--- config.mk ---
export PLATFORM = sky130hd
export DESIGN_NAME = memwait_gen
export DESIGN_NICKNAME = d
export VERILOG_FILES = /design/src/rtl/memwait_gen.sv
export SDC_FILE = /design/constraint.sdc
export NUM_CORES = 1
export LEC_CHECK = 0
export BUFFER_PORTS_ARGS = -buffer_cell sky130_fd_sc_hd__buf_2
export CAP_MARGIN = 20
export CORE_MARGIN = 2
export CORE_UTILIZATION = 30
export CTS_BUF_LIST = sky130_fd_sc_hd__clkbuf_4 sky130_fd_sc_hd__clkbuf_8 sky130_fd_sc_hd__clkbuf_16
export CTS_CLUSTER_DIAMETER = 200
export DETAILED_ROUTE_END_ITERATION = 10
export SLEW_MARGIN = 20
export SYNTH_ARGS = -nofsm -noshare
export SYNTH_HDL_FRONTEND = slang
export SYNTH_SLANG_ARGS = --single-unit
--- constraint.sdc ---
create_clock -name clk -period 1.35 [get_ports clk]
set_input_delay 0.135 -clock clk [delete_from_list [all_inputs] [get_ports clk]]
set_output_delay 0.135 -clock clk [all_outputs]
set_load 0.02 [all_outputs]
--- src/rtl/memwait_gen.sv ---
module memwait_gen #(
  parameter logic [7:0] CFG_RESET = 8'h44
) (
  input  logic       clk,
  input  logic       rst_n,
  input  logic       cfg_wr_en,
  input  logic [7:0] cfg_wr_data,
  output logic [7:0] cfg_rd_data,
  input  logic       speed_sel,
  input  logic [1:0] slow_en,
  input  logic [1:0] fast_en,
  input  logic       cyc_start,
  input  logic [1:0] cyc_kind,
  input  logic [1:0] region,
  output logic       wait_req
);

  logic [7:0] cfg_q;
  logic [1:0] en_sel;
  logic [2:0] grp_bits;
  logic       grp_gate;
  logic       kind_hit;
  logic       wait_q;

  assign en_sel = speed_sel ? fast_en : slow_en;

  always_comb begin
    grp_bits = 3'b000;
    grp_gate = 1'b0;
    case (region)
      2'b01: begin grp_bits = cfg_q[2:0]; grp_gate = en_sel[0]; end
      2'b10: begin grp_bits = cfg_q[6:4]; grp_gate = en_sel[1]; end
      default: ;
    endcase
  end

  always_comb begin
    case (cyc_kind)
      2'b00:   kind_hit = grp_bits[0];
      2'b01:   kind_hit = grp_bits[1];
      2'b10:   kind_hit = grp_bits[2];
      default: kind_hit = 1'b0;
    endcase
  end

  always_ff @(posedge clk) begin
    if (!rst_n) begin
      cfg_q  <= CFG_RESET;
      wait_q <= 1'b0;
    end else begin
      if (cfg_wr_en) cfg_q <= cfg_wr_data;
      wait_q <= cyc_start & grp_gate & kind_hit;
    end
  end

  assign cfg_rd_data = cfg_q;
  assign wait_req    = wait_q;

endmodule


==> run summary <==
The flow ran to the end, and the final reports show no timing, DRC or antenna violations. The area of the die is 1750 um2. Setup repair after global routing left no endpoint under its margin. The share of layout cells above drive strength 1 is roughly 46%. The largest family of logic cells by synthesized area is multiplexers. The number of clock buffers added by TritonCTS is 3.

The cell area after technology mapping came out at roughly 430 um2. The global routing stage identified its most utilized layer as met2. The DRC violations left came out at 0. The sequential group share of total power came out at between 40% and 50%. The synthesized design spends more area on one cell type than any other, namely sky130_fd_sc_hd__dfxtp_1. The first detailed-routing pass ran for 4 iterations.

The most frequently used cell type in the post-synthesis netlist is sky130_fd_sc_hd__dfxtp_1. At the end of the flow, the number of nets in the layout was 98. The maximum frequency from static timing analysis is 1060 MHz. The final setup violation count is 0.

For this run, global-route usage on met2 was measured as a little under a fifth. After clock tree synthesis, the setup repair step added 0 buffers. Counting every net in the synthesized netlist gives 65.

The area fraction of the dominant cell type after synthesis is about two fifths. The mean instance size in the synthesized netlist is 10.2 um2. The total track usage is between 10% and 20%. For flop-to-flop paths, the worst setup slack is 0.41 ns. The violation count after the first detailed-routing iteration is 3. The number of antenna violations at the first check in global routing is 0. For this design the total switching power over the nets is 0.000154 W.

The total routed wirelength came out at 945 um. Per report_power, the clock group accounts for a little over a third of the total. The number of H-tree levels came out at 1. The slew at the pin closest to its max-slew limit is around 0.24 ns. At the placement stage, the worst setup path has a slack of about 0.22 ns. Ranked by instance count, the synthesized netlist is headed by sky130_fd_sc_hd__dfxtp_1 (9), sky130_fd_sc_hd__mux2i_1 (8), sky130_fd_sc_hd__nor2b_1 (6). The internal power contribution came out at between 0.0004 and 0.0005 W. The via density per instance is between 4 and 5.

The count of buffers added on input and output ports is 29. The leakage power total came out at between 0.3 and 0.4 nW. The instance count of the mapped netlist is 42. The XOR/XNOR share of the synthesized area is 0%. Yosys attributes the largest share of cell area to sky130_fd_sc_hd__dfxtp_1 (42%), sky130_fd_sc_hd__mux2i_1 (19%), sky130_fd_sc_hd__nor2b_1 (8.7%).

In the final routed layout, each cell accounts on average for roughly 11 um. The count of final hold-check violations came out at 0. In this run the vertical extent of the chip is between 40 and 50 um. The number of max-slew violations in the final report was 0.

For the final database, setup skew stands at 0.00384 ns. The maximum buffer depth of the clock tree came out at 2. The clock latency on the worst-skew pair is approximately 0.25 ns. The worst-case IR drop observed on VDD is between 600 and 700 uV. After synthesis, flip-flops and latches occupy roughly two fifths of the total area. Net switching is between 20% and 30% of the power. Among all flip-flop cells after synthesis, the most frequent one is sky130_fd_sc_hd__dfxtp_1. The time the worst path needs with I/O delays and setup came out at roughly 0.94 ns.

The number of instances in the placed design came out at 85. The sum of overflow across all layers after global routing came out at 0. The number of nets still failing antenna checks after routing is 0. Global routing used 5.22% of the available met3 tracks. Detailed placement finished with a half-perimeter wire length of ~760 um. The required time of the critical path came out at 1.50 ns. The worst path uses a little over two thirds of the clock period. After Yosys synthesis, and, or, nand and nor cells account for between 10% and 20% of the synthesized area. The startpoint type of the worst setup path is a flip-flop. The worst slew margin relative to its limit came out at a little over four fifths.

The global-route wire length before repair came out at between 1500 and 2000 um. The CTS tree is done. After clock tree synthesis, the repair step resized 0 gates. The power density relative to cell area is approximately 1000 nW/um2. The number of storage elements in the synthesis netlist is 9. During synthesis, Yosys emitted a total of 0 warnings.

The region available for standard cell placement spans between 1000 and 1500 um2. The total vias in the final route is 410. The number of placement rows came out at 13. The antenna diode count is 0. The post-layout instance count excluding filler cells is 89. In this run, post-CTS hold repair placed 0 buffers.

Entering global routing, the biggest net connects 10 pins. The worst setup path is captured at a flip-flop. The mux share of post-synthesis cell area came out at between 20% and 30%. For this design the top-level I/O count stands at 30. The type of the tightest min-delay check is in2reg.

The critical path in this run is classified as reg2reg. The number of enable-type register cells in the synthesized netlist is 0. The global placement routability congestion came out at ~0.74. The utilization of the core after routing is between 40% and 50%. Max-cap violations in this run came to 0. The final worst setup slack is ~0.4 ns.

After synthesis, the share of flip-flops with an asynchronous set or reset is 0%. Combinational cells account for between 10% and 20% of the total power. The post-CTS clock slew at the launch and capture registers of the worst setup and hold paths is ~0.060 ns. The total clock sinks came out at 9. The synthesized-area fraction occupied by ao, oa, aoi and oai cells came out at between 10% and 20%. The largest fanout on the critical path came out at 3. The number of global-route vias before repair came out at between 300 and 400. For the worst setup path, the data arrival time is between 1 and 1.5 ns. The count of unique library cells instantiated by Yosys is 15. The initial standard-cell utilization of the core came out at roughly 33%. Setup total negative slack on the finished layout was measured at 0 ns. Of the total synthesized cell area, the portion taken by full adders, half adders and majority gates is around 5.8%.

The die boundary width came out at approximately 42 um. CTS placed an instance of sky130_fd_sc_hd__clkbuf_4 at the clock tree root. The area added between synthesis and finish came out at 44.0%. For met1 alone, demand over resource in global routing was between 10% and 20%.
-- path summary, 6_finish.rpt --
path | end | cells past startpoint | startpoint
min | cfg_rd_data[6] | 3 | cfg_wr_data[6]
max | wait_req | 3 | cfg_rd_data[4]
min reg2reg | cfg_rd_data[2] | 2 | cfg_rd_data[2]
max reg2reg | wait_req | 3 | cfg_rd_data[4]
-- metal layers --
layer,vias up,part of all wire [%]
met5,-,0
met2,25,40
met4,0,0
li1,213,-
met1,172,49
met3,0,11
-- state kept, by name (all words and copies together), names as in the netlist --
| name | cells |
|---|---|
| cfg_rd_data | 8 |
| wait_req | 1 |
-- critical path: stages (launching register included) --
cell and delay, ns:
sky130_fd_sc_hd__dfxtp_1 0.32, sky130_fd_sc_hd__a211oi_1 0.22, sky130_fd_sc_hd__a22oi_1 0.09, sky130_fd_sc_hd__and4_1 0.20
-- metrics by stage --
step	hold WS, ns	total power [W]	cell area [um2]
floorplan	0.197	0.000361	429
global placement	0.354	0.000412	588
detailed placement	0.357	0.000414	588
CTS	0.0920	0.000636	618
global route	0.0950	0.000661	618
finish	0.0977	0.000627	618
-- power by group through the flow --
| stage | registers [W] | logic, W | clock network (W) |
|---|---|---|---|
| global placement | 0.000296 | 0.000117 | 0 |
| CTS | 0.000290 | 0.000118 | 0.000228 |
| floorplan | 0.000312 | 0.0000483 | 0 |
| detailed placement | 0.000296 | 0.000118 | 0 |
| finish | 0.000290 | 0.000117 | 0.000220 |
| global route | 0.000292 | 0.000131 | 0.000238 |
-- cell usage in the layout, fill, tap and decap left out, types with 2 or more instances in the layout --
cell | netlist | routed
sky130_fd_sc_hd__nand2_1 | 4 | 4
sky130_fd_sc_hd__mux2i_1 | 8 | 8
sky130_fd_sc_hd__dfxtp_1 | 9 | 9
sky130_fd_sc_hd__a22oi_1 | 3 | 3
sky130_fd_sc_hd__clkbuf_4 | 0 | 4
sky130_fd_sc_hd__ha_1 | 2 | 2
sky130_fd_sc_hd__inv_1 | 2 | 2
sky130_fd_sc_hd__buf_2 | 1 | 29
sky130_fd_sc_hd__nor2b_1 | 6 | 6
-- final cells by class --
class	count	area, um2
Multi-Input combinational cell	30	236
Timing Repair Buffer	29	145
Clock buffer	4	30.0
Fill cell	133	699
Sequential cell	9	180
Inverter	2	7.51
Tap cell	15	18.8
-- cell families after synthesis --
family | after synthesis
AO/OA/AOI/OAI | 6
adder cells (fa/ha/maj) | 2
buffers and inverters | 3
flip-flops | 9
multiplexers | 10
AND/OR/NAND/NOR | 12
Note: power is estimated with default switching activity, not from simulation.
